--- config.mk ---
export PLATFORM = sky130hd
export DESIGN_NAME = segbank_access
export DESIGN_NICKNAME = d
export VERILOG_FILES = /design/src/rtl/segbank_pkg.sv /design/src/rtl/segbank_addr.sv /design/src/rtl/segbank_ctrl.sv /design/src/rtl/segbank_lanes.sv /design/src/rtl/segbank_access.sv
export SDC_FILE = /design/constraint.sdc
export NUM_CORES = 1
export LEC_CHECK = 0
export BUFFER_PORTS_ARGS = -buffer_cell sky130_fd_sc_hd__clkbuf_2
export CAP_MARGIN = 20
export CORE_ASPECT_RATIO = 1.25
export CORE_MARGIN = 1.5
export CORE_UTILIZATION = 53
export CTS_BUF_LIST = sky130_fd_sc_hd__clkbuf_4 sky130_fd_sc_hd__clkbuf_8 sky130_fd_sc_hd__clkbuf_16
export DETAILED_ROUTE_END_ITERATION = 7
export GPL_TIMING_DRIVEN = 0
export PLACE_DENSITY = 0.81
export SKIP_LAST_GASP = 1
export SYNTH_ARGS = -nofsm -noshare
export SYNTH_HDL_FRONTEND = slang
export SYNTH_SLANG_ARGS = --single-unit
--- constraint.sdc ---
create_clock -name clk -period 2.1 [get_ports clk]
set_input_delay 0 -clock clk [delete_from_list [all_inputs] [get_ports clk]]
set_output_delay 0 -clock clk [all_outputs]
set_load 0.01 [all_outputs]
--- src/rtl/segbank_pkg.sv ---
package segbank_pkg;
  localparam int SEG_W   = 16;
  localparam int OFF_W   = 16;
  localparam int SHIFT   = 4;
  localparam int ADDR_W  = 20;
  localparam int WADDR_W = ADDR_W - 1;
  localparam int BYTE_W  = 8;
  localparam int DATA_W  = 2 * BYTE_W;

  typedef enum logic [1:0] {ST_IDLE, ST_BUS1, ST_BUS2, ST_LAST} seq_t;

  // Shifted segment plus offset; the carry beyond ADDR_W is dropped.
  function automatic logic [ADDR_W-1:0] form_linear(input logic [SEG_W-1:0] s,
                                                    input logic [OFF_W-1:0] o);
    logic [ADDR_W-1:0] base;
    base = ADDR_W'(s) << SHIFT;
    return base + ADDR_W'(o);
  endfunction

  // Bank enables for one bus operation.
  function automatic logic [1:0] bank_enables(input logic second, input logic is_word,
                                              input logic odd);
    if (second)       return 2'b01;
    else if (!is_word) return odd ? 2'b10 : 2'b01;
    else if (odd)      return 2'b10;
    else               return 2'b11;
  endfunction

  // Place write bytes on the lanes the enabled banks read from.
  function automatic logic [DATA_W-1:0] lane_wdata(input logic is_word, input logic odd,
                                                   input logic [DATA_W-1:0] d);
    if (!is_word)  return {d[BYTE_W-1:0], d[BYTE_W-1:0]};
    else if (odd)  return {d[BYTE_W-1:0], d[DATA_W-1:BYTE_W]};
    else           return d;
  endfunction

  // Put read bytes back into core order.
  function automatic logic [DATA_W-1:0] gather_read(input logic is_word, input logic odd,
                                                    input logic [BYTE_W-1:0] held,
                                                    input logic [DATA_W-1:0] bus);
    if (!is_word)
      return {{BYTE_W{1'b0}}, (odd ? bus[DATA_W-1:BYTE_W] : bus[BYTE_W-1:0])};
    else if (odd)
      return {bus[BYTE_W-1:0], held};
    else
      return bus;
  endfunction
endpackage

--- src/rtl/segbank_addr.sv ---
module segbank_addr
  import segbank_pkg::*;
(
  input  logic [SEG_W-1:0]   seg,
  input  logic [OFF_W-1:0]   off,
  input  logic               word,
  output logic               odd,
  output logic               split,
  output logic [WADDR_W-1:0] w_first,
  output logic [WADDR_W-1:0] w_second
);
  logic [ADDR_W-1:0] lin;

  always_comb begin
    lin      = form_linear(seg, off);
    odd      = lin[0];
    split    = word & lin[0];
    w_first  = lin[ADDR_W-1:1];
    w_second = lin[ADDR_W-1:1] + WADDR_W'(1);
  end
endmodule

--- src/rtl/segbank_ctrl.sv ---
module segbank_ctrl
  import segbank_pkg::*;
(
  input  logic               clk,
  input  logic               rst_n,
  input  logic               req,
  input  logic               wr,
  input  logic               word,
  input  logic               odd,
  input  logic               split,
  input  logic [WADDR_W-1:0] w_first,
  input  logic [WADDR_W-1:0] w_second,
  input  logic [DATA_W-1:0]  wdata,
  output logic               accept,
  output logic               busy,
  output logic               phase1,
  output logic               phase2,
  output logic               finish,
  output logic               q_wr,
  output logic               q_word,
  output logic               q_odd,
  output logic [WADDR_W-1:0] q_w1,
  output logic [WADDR_W-1:0] q_w2,
  output logic [DATA_W-1:0]  q_wd
);
  seq_t st, st_nx;
  logic q_split;

  assign accept = req && (st == ST_IDLE);
  assign busy   = (st != ST_IDLE);
  assign phase1 = (st == ST_BUS1);
  assign phase2 = (st == ST_BUS2);
  assign finish = (st == ST_LAST);

  always_comb begin
    st_nx = st;
    unique case (st)
      ST_IDLE: if (accept) st_nx = ST_BUS1;
      ST_BUS1: st_nx = q_split ? ST_BUS2 : ST_LAST;
      ST_BUS2: st_nx = ST_LAST;
      ST_LAST: st_nx = ST_IDLE;
      default: st_nx = ST_IDLE;
    endcase
  end

  always_ff @(posedge clk or negedge rst_n) begin
    if (!rst_n) begin
      st      <= ST_IDLE;
      q_wr    <= 1'b0;
      q_word  <= 1'b0;
      q_odd   <= 1'b0;
      q_split <= 1'b0;
      q_w1    <= '0;
      q_w2    <= '0;
      q_wd    <= '0;
    end else begin
      st <= st_nx;
      if (accept) begin
        q_wr    <= wr;
        q_word  <= word;
        q_odd   <= odd;
        q_split <= split;
        q_w1    <= w_first;
        q_w2    <= w_second;
        q_wd    <= wdata;
      end
    end
  end
endmodule

--- src/rtl/segbank_lanes.sv ---
module segbank_lanes
  import segbank_pkg::*;
(
  input  logic               clk,
  input  logic               rst_n,
  input  logic               phase1,
  input  logic               phase2,
  input  logic               finish,
  input  logic               q_wr,
  input  logic               q_word,
  input  logic               q_odd,
  input  logic [WADDR_W-1:0] q_w1,
  input  logic [WADDR_W-1:0] q_w2,
  input  logic [DATA_W-1:0]  q_wd,
  input  logic [DATA_W-1:0]  mem_rdata,
  output logic               mem_en,
  output logic               mem_we,
  output logic [WADDR_W-1:0] mem_addr,
  output logic [1:0]         mem_be,
  output logic [DATA_W-1:0]  mem_wdata,
  output logic               done,
  output logic [DATA_W-1:0]  rdata
);
  logic [BYTE_W-1:0] held;

  // Byte from the first half of a split read, delivered on the high lane.
  always_ff @(posedge clk or negedge rst_n) begin
    if (!rst_n)      held <= '0;
    else if (phase2) held <= mem_rdata[DATA_W-1:BYTE_W];
  end

  always_comb begin
    mem_en    = phase1 | phase2;
    mem_we    = mem_en & q_wr;
    mem_addr  = phase2 ? q_w2 : q_w1;
    mem_be    = mem_en ? bank_enables(phase2, q_word, q_odd) : 2'b00;
    mem_wdata = lane_wdata(q_word, q_odd, q_wd);
    done      = finish;
    rdata     = (finish && !q_wr) ? gather_read(q_word, q_odd, held, mem_rdata) : '0;
  end
endmodule

--- src/rtl/segbank_access.sv ---
module segbank_access
  import segbank_pkg::*;
(
  input  logic               clk,
  input  logic               rst_n,
  input  logic               req,
  input  logic               wr,
  input  logic               word,
  input  logic [SEG_W-1:0]   seg,
  input  logic [OFF_W-1:0]   off,
  input  logic [DATA_W-1:0]  wdata,
  output logic               busy,
  output logic               done,
  output logic [DATA_W-1:0]  rdata,
  output logic               mem_en,
  output logic               mem_we,
  output logic [WADDR_W-1:0] mem_addr,
  output logic [1:0]         mem_be,
  output logic [DATA_W-1:0]  mem_wdata,
  input  logic [DATA_W-1:0]  mem_rdata
);
  logic               odd, split, accept, phase1, phase2, finish;
  logic               q_wr, q_word, q_odd;
  logic [WADDR_W-1:0] w_first, w_second, q_w1, q_w2;
  logic [DATA_W-1:0]  q_wd;

  segbank_addr u_addr (
    .seg(seg), .off(off), .word(word),
    .odd(odd), .split(split), .w_first(w_first), .w_second(w_second)
  );

  segbank_ctrl u_ctrl (
    .clk(clk), .rst_n(rst_n), .req(req), .wr(wr), .word(word),
    .odd(odd), .split(split), .w_first(w_first), .w_second(w_second), .wdata(wdata),
    .accept(accept), .busy(busy), .phase1(phase1), .phase2(phase2), .finish(finish),
    .q_wr(q_wr), .q_word(q_word), .q_odd(q_odd), .q_w1(q_w1), .q_w2(q_w2), .q_wd(q_wd)
  );

  segbank_lanes u_lanes (
    .clk(clk), .rst_n(rst_n), .phase1(phase1), .phase2(phase2), .finish(finish),
    .q_wr(q_wr), .q_word(q_word), .q_odd(q_odd), .q_w1(q_w1), .q_w2(q_w2), .q_wd(q_wd),
    .mem_rdata(mem_rdata),
    .mem_en(mem_en), .mem_we(mem_we), .mem_addr(mem_addr), .mem_be(mem_be),
    .mem_wdata(mem_wdata), .done(done), .rdata(rdata)
  );
endmodule

### Yosys cells after proc, flatten, opt, wreduce, memory -nomap -nowiden

Cells that the tools add are included.
Widths: inputs -> output; s select.

* $add $sub $neg: 2
* equal/unequal tests: 4
* multiplexer cells: 15
* bitwise operators: 3
* reduce and logical (&&, ||, !) cells: 5

Operators with widths (count)
* $mux 16: 5
* $add 20x16->20: 1
* $add 19x1->19 const B: 1
* $mux 19: 1
* $mux 2: 5
* $mux 8: 1
* $pmux 2 s4: 1
* $eq 2x2->1 const B: 2
* $and 1x1->1: 2
* $eq 2x1->1 const B: 1
* $logic_and 1x1->1: 2
* $logic_not 2->1: 1
* $mux 1: 2
* $ne 2x2->1 const B: 1
* $reduce_bool 2->1: 1
* $logic_not 1->1: 1
* $or 1x1->1: 1

* bits in registers: 68
* bits of input ports: 69
* output and inout bits: 57
* logic and storage cells: 38

### Depth between registers and ports, before layout

Gate-level depths: netlist of run 1.

* word-level depth: 4
* gate-level depth with buffers: 10

### Hierarchy

From an unflattened synthesis of run 1, not the netlist that was laid out.

* cells, all modules: 406
* area, all modules: 4642.0 µm²

Modules (own cells, without submodules)
* segbank_ctrl: times used 1, cells an instance 141, area an instance 2356.0 µm²
* segbank_lanes: times used 1, cells an instance 122, area an instance 1191.1 µm²
* segbank_addr: times used 1, cells an instance 143, area an instance 1094.8 µm²

### Least setup slack after synthesis of run 1

OpenSTA, ideal clock, no wires.

* path type: in2reg
* from: input port seg[0]
* to: register u_ctrl.q_w2[18]
* library setup time: 0.095 ns
* arrival time: 2.302 ns
* path slack: -0.298 ns
* stages: 10
* cells stage by stage: ha_1 > fa_1 > a211oi_2 > o21ai_2 > a31oi_1 > xor2_1 > nor4b_4 > nand3_1 > o31a_1 > o31ai_1

* longest elaborated chain between the ends: 2

Ends and longest elaborated chain
* start: declaration: RTL line segbank_access.sv:9 `input logic [SEG_W-1:0] seg,`
* $add 20x16->20: RTL line segbank_pkg.sv:17 `return base + ADDR_W'(o);`
* $add 19x1->19: RTL line segbank_addr.sv:19 `w_second = lin[ADDR_W-1:1] + WADDR_W'(1);`
* end signal: assignment: RTL line segbank_ctrl.sv:64 `q_w2 <= w_second;`
* end: declaration: RTL line segbank_ctrl.sv:23 `output logic [WADDR_W-1:0] q_w2,`

Every way passes these cells.
A chain may end at the register's enable or synchronous reset.

### Worst setup path after layout of run 1

Ends and elaborated chain as after synthesis.

==> results.json, run 1 <==
{
  "area_growth_syn_to_layout_pct": 33.9,
  "post-place-ws_ps": -612,
  "fillCellCount": 593,
  "dpl.hpwl_mm": 7.56,
  "timing.critical_path.buf_inv": 1,
  "clockRootBuffer": "clkbuf_8",
  "cts.sinks": 68,
  "min_period_ps": 2150,
  "grt_pass1_vias": 3867,
  "path_delay_family": "compound AO/OA/AOI/OAI gates",
  "critPathKind": "input pin to flop",
  "status": "finished with violations",
  "tightestPinTransition_ps": 585,
  "vias": 3851,
  "io_pins": 126,
  "htree_levels": 3,
  "worst_skew_pair.late_latency_ps": 340,
  "netlist_instances": 416,
  "port_buffers": 125,
  "wl_met3_um": 538,
  "nets": 681,
  "cp_slowest_cell": "fa_2",
  "cp_cell_sequence": "buf_6, ha_4, fa_2, a211oi_4, o21ai_4, a31oi_4, xor2_2, nor4b_4, nand3_1, o31a_1, o31ai_1",
  "drc": 0,
  "top_layer": "met4",
  "clk_pin_slew_worst_paths_ps": 70,
  "cts_buffers": 9,
  "period_share_pct": 102,
  "synth_nets": 504,
  "setup_viol": 2,
  "fin_util_pct": 72.8,
  "rows": 37,
  "antenna_found_initial": 0,
  "fin_skew_ps": 3.21,
  "die-area_um2": 8920,
  "syn_avg_cell_area_um2": 10.6,
  "wire_per_inst_um": 16.3,
  "grt_max_degree": 63,
  "start_kind": "input pin",
  "critical_path_arrival_ps": 2390,
  "max_slew_margin_pct": 60.7,
  "slowest_delay_ps": 390,
  "p_per_area_nw_per_um2": 1260,
  "n_antenna_cell": 0,
  "hp-class": "input pin to flop",
  "worst_slack_ps": -48.0,
  "grt.overflow.total": 0,
  "peakVddDrop_mv": 0.946,
  "vias_per_cell": 5.55,
  "ys.flop_type": "dfrtp_1",
  "violations": "setup timing",
  "grt_use_total_pct": 25.7,
  "routed-wl-met2_mm": 5.90,
  "worstSetupEndpointType": "flop",
  "drive_above_1_share_pct": 45.4,
  "synth_area_um2": 4430,
  "grt_first_pass_wirelength_mm": 18.2,
  "drtPass1Iterations": 4,
  "finalHoldViolCount": 0,
  "power_leakage_nw": 2.78,
  "synth-edff-count": 0,
  "die_w_um": 84.8,
  "ys_ff_latch": 68,
  "fmax_ghz": 0.466,
  "max-cap-violations": 0,
  "core_area_um2": 8150,
  "die-height_um": 105,
  "clk_path_buf_depth": 2,
  "cts_tree": "built",
  "start_util_pct": 54.3,
  "slew_viol_final": 0,
  "ys_seq_area_share_pct": 38.4,
  "gp_congestion": 0.810,
  "drt-initial-drc-count": 125,
  "drt-met1-wl_mm": 4.55,
  "tns_ps": -65.7,
  "yosys_warnings": 0,
  "rsz0062_at_grt": "true",
  "yosys.cell_types.count": 62,
  "wl_mm": 11.3,
  "path_max_fanout": 3,
  "critPathRequiredTime_ps": 2340,
  "detail-route-antenna-nets": 0,
  "ys_async_sr_fraction_pct": 100
}
==> cell usage in the layout, fill, tap and decap left out, types with 4 or more instances in the layout <==
| cell type | synthesis | layout |
|---|---|---|
| xnor2_1 | 9 | 8 |
| mux2_2 | 76 | 76 |
| dfrtp_1 | 68 | 68 |
| inv_1 | 6 | 6 |
| clkbuf_1 | 15 | 9 |
| xor2_1 | 14 | 12 |
| clkbuf_4 | 0 | 6 |
| nand2_1 | 40 | 39 |
| clkbuf_8 | 0 | 11 |
| a21o_1 | 5 | 5 |
| a21oi_1 | 6 | 5 |
| ha_1 | 18 | 14 |
| o21ai_0 | 21 | 21 |
| nand3_1 | 9 | 8 |
| mux2i_1 | 15 | 15 |
| o21ai_1 | 9 | 9 |
| a211oi_1 | 12 | 12 |
| buf_4 | 0 | 11 |
| nor2b_1 | 4 | 4 |
| clkbuf_2 | 0 | 125 |
| nor2_1 | 23 | 23 |
| nand2b_1 | 5 | 5 |
| dlygate4sd3_1 | 0 | 31 |
==> registers in the layout (all words and copies together) (netlist names) <==
register and count:
u_ctrl.q_odd 1, u_ctrl.q_word 1, u_ctrl.st 2, u_ctrl.q_w1 19
u_ctrl.q_w2 19, u_ctrl.q_wd 16, u_lanes.held 8, u_ctrl.q_wr 1
u_ctrl.q_split 1
==> timing repair <==
action	4_1_cts	5_1_grt
setup buffers	5	5
resized for setup	13	19
endpoints found under the hold margin	100	0
setup endpoints to repair	56	29
pin swaps	12	8
hold buffers	31	0
==> report_power, final <==
group / leakage, nW / switching (mW) / internal (mW) / total [mW]
Sequential: 0.820 / 0.393 / 1.97 / 2.36
Clock: 0.0961 / 0.465 / 0.510 / 0.975
Combinational: 1.87 / 2.10 / 2.05 / 4.14
==> stage by stage <==
step           area [um2]  power [mW]  instances  hold slack [ps]
6_report             5930        7.48        694             29.8
2_1_floorplan        4460        4.98        416             -296
5_1_grt              5930        8.00        694             35.5
3_5_place_dp         5240        6.28        639             -142
3_3_place_gp         5210        6.10        638              236
4_1_cts              5790        7.36        689             1.43
==> final timing paths <==
| check | endpoint | from | slack, ps | cells after the start |
|---|---|---|---|---|
| worst max-delay path | u_ctrl.q_w2[18]$_DFFE_PN0P_ | seg[0] | -50 | 11 |
| max in group asynchronous | u_ctrl.q_w2[6]$_DFFE_PN0P_ | rst_n | 1520 | 3 |
| worst max register to register | u_ctrl.q_wd[6]$_DFFE_PN0P_ | u_ctrl.st[0]$_DFFE_PN0P_ | 160 | 6 |
| worst min-delay path | u_ctrl.q_w1[18]$_DFFE_PN0P_ | seg[15] | 30 | 3 |
| worst min register to register | u_ctrl.q_w1[17]$_DFFE_PN0P_ | u_ctrl.q_w1[17]$_DFFE_PN0P_ | 480 | 1 |
| min in group asynchronous | u_ctrl.q_wd[13]$_DFFE_PN0P_ | rst_n | 60 | 2 |
==> cells in the mapped netlist, drive strengths merged, types with 2 or more instances <==
| cell | count | area share, % |
|---|---|---|
| o21ai | 31 | 3.6 |
| dfrtp | 68 | 38 |
| or3 | 2 | 0.40 |
| nor2b | 4 | 0.57 |
| ha | 18 | 5.1 |
| a211o | 2 | 0.40 |
| clkbuf | 15 | 1.3 |
| a21o | 5 | 0.85 |
| buf | 6 | 0.57 |
| a21boi | 3 | 0.51 |
| mux2i | 15 | 3.4 |
| nor2 | 24 | 2.2 |
| nor3 | 4 | 0.71 |
| nor3b | 2 | 0.34 |
| nand3b | 3 | 0.51 |
| a211oi | 14 | 2.6 |
| and2 | 3 | 0.54 |
| inv | 6 | 0.51 |
| nand4 | 4 | 0.85 |
| nand2b | 5 | 0.71 |
| a21oi | 7 | 0.88 |
| nand3 | 10 | 1.2 |
| o211ai | 2 | 0.45 |
| xor2 | 15 | 3.1 |
| o31ai | 3 | 0.51 |
| nand2 | 40 | 3.4 |
| xnor2 | 11 | 2.8 |
| mux2 | 76 | 19 |
==> metal layers <==
layer  track usage, %  up-vias
li1                 -     1847
met1             29.7     1842
met2             46.6      135
met3             4.90       27
met4             9.33        0
met5                0        -
==> cells by family after synthesis <==
| group | after synthesis | synth area share (%) |
|---|---|---|
| muxes | 91 | 22.7 |
| xor gates and xnor gates | 26 | 5.91 |
| adders and majority gates | 19 | 5.54 |
| AOI/OAI and AO/OA | 76 | 11.9 |
| and+or+nand+nor | 109 | 13.2 |
| buffers and inverters | 27 | 2.35 |
| DFF | 68 | 38.4 |
==> worst reg2reg max path, stage by stage, from the launching register on <==
cell	delay (ps)
dfrtp_1	420
inv_1	130
ha_1	230
nand2_1	110
clkbuf_2	250
clkbuf_2	310
mux2_2	380
==> layout make-up <==
cell class	count	area, um2	area share [%]
inverters	6	22.5	0.380
well taps	97	121	2.05
clock buffers	13	166	2.81
multi-input cells	321	2760	46.5
clock inverters	2	10.0	0.169
flip-flops and latches	68	1700	28.7
repair buffers	167	1050	17.8
plain buffers	20	97.6	1.65
No activity file was read; power rests on OpenSTA's default activity.
==> run 2, diff against run 1 <==
--- a/config.mk
+++ b/config.mk
@@ -8,7 +8,7 @@
 export BUFFER_PORTS_ARGS = -buffer_cell sky130_fd_sc_hd__clkbuf_2
 export CAP_MARGIN = 20
 export CORE_ASPECT_RATIO = 1.25
-export CORE_MARGIN = 1.5
+export CORE_MARGIN = 3
 export CORE_UTILIZATION = 53
 export CTS_BUF_LIST = sky130_fd_sc_hd__clkbuf_4 sky130_fd_sc_hd__clkbuf_8 sky130_fd_sc_hd__clkbuf_16
 export DETAILED_ROUTE_END_ITERATION = 7
==> run 2 against run 1 <==
- the run now ends clean
- sequential power is essentially flat
- critical path depth is the same
- power grew 1.2%
- design area grew 0.23%
- largest power group unchanged
- final cell count shrank 0.29%
- clock-buffer cell count grew 2
- non-clock buffer count shrank 1
- core utilization grew 1.8 points
- first-iteration DRC count grew 4.0%
- global-route usage shrank 0.75 points
- register-to-register slack lost 60 ps
- wire length grew 2.8%
==> results.json, run 2 (same netlist as run 1, synthesis figures left out) <==
{
  "cp_slowest_cell": "fa_2",
  "nets": 680,
  "min_period_ps": 2090,
  "area_growth_syn_to_layout_pct": 34.2,
  "drive_above_1_share_pct": 45.6,
  "drt-initial-drc-count": 130,
  "grt.overflow.total": 0,
  "die-height_um": 108,
  "drtPass1Iterations": 4,
  "max_slew_margin_pct": 39.2,
  "rows": 36,
  "path_delay_family": "compound AO/OA/AOI/OAI gates",
  "finalHoldViolCount": 0,
  "setup_viol": 0,
  "worstSetupEndpointType": "flop",
  "timing.critical_path.buf_inv": 1,
  "p_per_area_nw_per_um2": 1270,
  "grt_max_degree": 69,
  "status": "completed",
  "slew_viol_final": 0,
  "start_kind": "input pin",
  "tightestPinTransition_ps": 912,
  "clk_pin_slew_worst_paths_ps": 70,
  "post-place-ws_ps": -586,
  "cts_tree": "built",
  "cts.sinks": 68,
  "io_pins": 126,
  "final_common_cell": "clkbuf_2",
  "wl_mm": 11.6,
  "tns_ps": 0,
  "critPathRequiredTime_ps": 2360,
  "gp_congestion": 0.865,
  "path_max_fanout": 4,
  "reg_top3": "u_ctrl.q_w1 x19, u_ctrl.q_w2 x19, u_ctrl.q_wd x16",
  "cts_buffers": 9,
  "die-area_um2": 9490,
  "start_util_pct": 55.5,
  "final_cell_mix": "clkbuf_2, mux2_2, dfrtp_1",
  "wire_per_inst_um": 16.8,
  "htree_levels": 3,
  "fillCellCount": 556,
  "critical_path_arrival_ps": 2350,
  "antenna_found_initial": 0,
  "die_w_um": 87.8,
  "fmax_ghz": 0.479,
  "core_area_um2": 7970,
  "critPathKind": "input pin to flop",
  "power_leakage_nw": 2.79,
  "grt_use_total_pct": 24.9,
  "slowest_delay_ps": 390,
  "fin_area_um2": 5940,
  "dpl.hpwl_mm": 7.76,
  "drc": 0,
  "port_buffers": 125,
  "detail-route-antenna-nets": 0,
  "peakVddDrop_mv": 0.456,
  "max-cap-violations": 0,
  "fin_skew_ps": 3.67,
  "clk_path_buf_depth": 2,
  "worst_slack_ps": 10.8,
  "grt_first_pass_wirelength_mm": 18.4,
  "vias_per_cell": 5.62,
  "hp-class": "input pin to flop",
  "cp_cell_sequence": "buf_6, ha_4, fa_2, a211oi_4, o21ai_4, xor2_4, nand4_4, nor4b_4, nand3_1, o31a_1, o31ai_1",
  "placement.cell_area_um2": 5210,
  "rsz0062_at_grt": "true",
  "grt_pass1_vias": 4004,
  "worst_skew_pair.late_latency_ps": 340,
  "period_share_pct": 99.5,
  "n_antenna_cell": 0,
  "vias": 3886,
  "clockRootBuffer": "clkbuf_8"
}
run 2: final timing paths:
path | start | to | slack (ps) | cells after the start
worst max register to register | u_ctrl.st[0]$_DFFE_PN0P_ | u_ctrl.q_wd[10]$_DFFE_PN0P_ | 100 | 6
worst min register to register | u_ctrl.q_w2[0]$_DFFE_PN0P_ | u_ctrl.q_w2[0]$_DFFE_PN0P_ | 480 | 2
min in group asynchronous | rst_n | u_ctrl.q_wd[9]$_DFFE_PN0P_ | 340 | 2
worst max-delay path | seg[0] | u_ctrl.q_w2[18]$_DFFE_PN0P_ | 10 | 11
max in group asynchronous | rst_n | u_lanes.held[3]$_DFFE_PN0P_ | 1160 | 2
worst min-delay path | seg[15] | u_ctrl.q_w1[18]$_DFFE_PN0P_ | 9 | 3
run 2: layout make-up:
| class | count | area, um2 | share of cell area (%) |
|---|---|---|---|
| Timing Repair Buffer | 166 | 1030 | 17.3 |
| Clock buffer | 15 | 188 | 3.16 |
| Tap cell | 95 | 119 | 2.00 |
| Sequential cell | 68 | 1700 | 28.6 |
| Clock inverter | 1 | 5.00 | 0.0842 |
| Inverter | 6 | 22.5 | 0.379 |
| Multi-Input combinational cell | 321 | 2790 | 46.9 |
| Buffer | 20 | 95.1 | 1.60 |
run 2: worst reg2reg max path: stages (launching register included):
cell and delay, ps:
dfrtp_1 420, inv_1 130, ha_1 230, nand2_1 120, clkbuf_2 260, clkbuf_2 330
mux2_2 390
run 2: repair_timing:
action / in CTS / in global routing
endpoints found under the setup margin: 63 / 19
pin swaps: 12 / 5
cloned: 0 / 0
resized for setup: 15 / 19
endpoints found under the hold margin: 102 / 0
hold buffers: 32 / 0
setup buffers: 6 / 3
run 2: power by group:
part	internal [mW]	switching [mW]
Clock	0.564	0.456
Combinational	2.05	2.14
Sequential	1.97	0.387
Total	4.58	2.99
run 2: stage by stage:
| step | hold WS, ps | power (mW) | cells | utilization (%) |
|---|---|---|---|---|
| 4_1_cts | 9.75 | 7.45 | 689 | 72.9 |
| 6_report | 8.77 | 7.57 | 692 | 74.6 |
| 2_1_floorplan | -296 | 4.98 | 416 | - |
| 5_1_grt | 37.6 | 8.13 | 692 | 74.6 |
| 3_3_place_gp | 235 | 6.13 | 636 | 65.3 |
| 3_5_place_dp | 222 | 6.31 | 636 | 65.4 |
run 2: layer usage:
metal / share of wire, % / GRT usage [%]
met5: 0 / 0
met4: 2.4 / 10.7
met3: 5.6 / 4.73
met2: 53 / 46.1
met1: 39 / 27.2
==> run 3, diff against run 2 <==
--- a/config.mk
+++ b/config.mk
@@ -7,7 +7,7 @@
 export LEC_CHECK = 0
 export BUFFER_PORTS_ARGS = -buffer_cell sky130_fd_sc_hd__clkbuf_2
 export CAP_MARGIN = 20
-export CORE_ASPECT_RATIO = 1.25
+export CORE_ASPECT_RATIO = 0.5
 export CORE_MARGIN = 3
 export CORE_UTILIZATION = 53
 export CTS_BUF_LIST = sky130_fd_sc_hd__clkbuf_4 sky130_fd_sc_hd__clkbuf_8 sky130_fd_sc_hd__clkbuf_16
==> run 3 against run 2 <==
- the run now ends with setup timing left
- sequential power about the same
- sequential cell count unchanged
- hold slack improved by 33 ps
- sequential share of layout area decreased by 0.79 points
- wire length decreased by 2.0%
- clock skew increased by 1.2 ps
- design area increased by 2.8%
- setup slack got worse by 11 ps
- global-route usage decreased by 1.5 points
- clock-buffer cell count decreased by 5
- combinational power decreased by 1%
- die area increased by 0.62%
==> results.json, run 3 (same netlist as run 1, synthesis figures left out) <==
{
  "setup_viol": 1,
  "drive_above_1_share_pct": 46.3,
  "violations": "setup timing",
  "timing.critical_path.buf_inv": 1,
  "die-area_um2": 9550,
  "fin_util_pct": 79.3,
  "worstSetupEndpointType": "flop",
  "stdcell_count": 709,
  "finalPower_mw": 8.25,
  "hold_path_end": "u_ctrl.q_w1[2]$_DFFE_PN0P_",
  "die_w_um": 135,
  "min_period_ps": 2100,
  "critPathRequiredTime_ps": 2360,
  "cts_tree": "built",
  "path_delay_family": "simple AND/OR/NAND/NOR gates",
  "drt-initial-drc-count": 161,
  "fmax_ghz": 0.476,
  "final_cell_mix": "clkbuf_2, mux2_2, dfrtp_1",
  "cts.sinks": 68,
  "slew_viol_final": 0,
  "tightestPinTransition_ps": 921,
  "grt_max_degree": 69,
  "vias_per_cell": 5.40,
  "grt_first_pass_wirelength_mm": 18.1,
  "max-cap-violations": 0,
  "rsz0062_at_grt": "true",
  "critPathKind": "input pin to flop",
  "p_per_area_nw_per_um2": 1350,
  "rr_endpoint": "u_ctrl.q_w1[2]$_DFFE_PN0P_",
  "power_leakage_nw": 2.86,
  "die-height_um": 70.6,
  "cp_cell_sequence": "buf_6, ha_4, fa_2, xnor2_2, or3_4, nor3_4, nand3_2, nor2_4, nand4_4, or4_1, nand3_1",
  "io_pins": 126,
  "grt.overflow.total": 0,
  "dp.cells": 649,
  "drc": 0,
  "slowest_delay_ps": 440,
  "worstHoldStart": "off[3]",
  "vias": 3831,
  "rows": 22,
  "max_slew_margin_pct": 38.6,
  "gp_congestion": 0.836,
  "start_kind": "input pin",
  "worst_skew_pair.late_latency_ps": 330,
  "cp_slowest_cell": "or3_4",
  "regToRegSetupSlack_ps": 130,
  "wire_per_inst_um": 16.0,
  "detail-route-antenna-nets": 0,
  "port_buffers": 125,
  "critical_path_arrival_ps": 2360,
  "wl_mm": 11.4,
  "worst_slack_ps": -0.134,
  "final_common_cell": "clkbuf_2",
  "period_share_pct": 100,
  "antenna_found_initial": 1,
  "hp-class": "input pin to flop",
  "path_max_fanout": 4,
  "fin_skew_ps": 4.83,
  "status": "finished with violations",
  "htree_levels": 3,
  "clk_pin_slew_worst_paths_ps": 60,
  "clockRootBuffer": "clkbuf_16",
  "finalHoldViolCount": 0,
  "rr_worst_depth": 6,
  "reg2reg_from": "u_ctrl.st[0]$_DFFE_PN0P_",
  "core_area_um2": 7710,
  "grt_pass1_vias": 3756,
  "dpl.hpwl_mm": 7.67,
  "worst_hold_path.num_cells": 2,
  "nets": 683,
  "clk_path_buf_depth": 2,
  "start_util_pct": 57.5,
  "grt_use_total_pct": 23.4,
  "cts_buffers": 9,
  "drtPass1Iterations": 4,
  "area_growth_syn_to_layout_pct": 38.0,
  "peakVddDrop_mv": 0.613,
  "reg_top3": "u_ctrl.q_w1 x19, u_ctrl.q_w2 x19, u_ctrl.q_wd x16"
}
[run 3: report_power, final]
part,total [mW],switching [mW],leakage [nW],internal [mW]
logic,4.14,2.10,1.87,2.04
clock network,1.74,0.551,0.169,1.19
registers,2.37,0.398,0.820,1.97
[run 3: timing repair]
action / 4_1_cts / 5_1_grt
hold buffers: 30 / 0
cloned: 0 / 0
pin swaps: 18 / 6
resized for setup: 15 / 16
buffers inserted: 14 / 0
hold endpoints to repair: 99 / 0
endpoints found under the setup margin: 63 / 74
[run 3: worst max path at each step]
| stage | slack (ps) | endpoint | from | cells after the start |
|---|---|---|---|---|
| after floorplan | -190 | u_ctrl.q_w2[17]$_DFFE_PN0P_ | seg[0] | 10 |
| after global placement | -550 | u_ctrl.q_w2[17]$_DFFE_PN0P_ | seg[0] | 11 |
| after detailed placement | -650 | u_ctrl.q_w2[18]$_DFFE_PN0P_ | seg[0] | 11 |
| after CTS | -10 | u_ctrl.q_w2[18]$_DFFE_PN0P_ | seg[0] | 11 |
| after global routing | -80 | u_ctrl.q_w2[17]$_DFFE_PN0P_ | seg[0] | 11 |
| final | -0.1 | u_ctrl.q_w2[17]$_DFFE_PN0P_ | seg[0] | 11 |
[run 3: stage by stage]
step	TNS (ps)	hold WS, ps	instance area, um2	setup slack, ps
2_1_floorplan	-353	-296	4460	-188
3_3_place_gp	-7260	233	5230	-554
3_5_place_dp	-10110	209	5230	-651
4_1_cts	-15.2	25.8	6040	-14.2
5_1_grt	-233	54.8	6110	-76.9
6_report	-0.134	42.2	6110	-0.134
[run 3: layer usage]
metal / track usage, % / vias to the layer above / wire length, um
li1: - / 1865 / -
met1: 30.1 / 1858 / 5080
met2: 41.5 / 100 / 5690
met3: 4.76 / 8 / 470
met4: 4.80 / 0 / 116
met5: 0 / - / 0
[run 3: area by class of cell]
class,count,area [um2]
Multi-Input combinational cell,321,2760
Sequential cell,68,1700
Fill cell,512,1600
Timing Repair Buffer,169,1050
Clock buffer,10,239
Tap cell,108,135
Clock inverter,6,111
Buffer,20,92.6
Inverter,6,22.5
Antenna cell,1,2.50
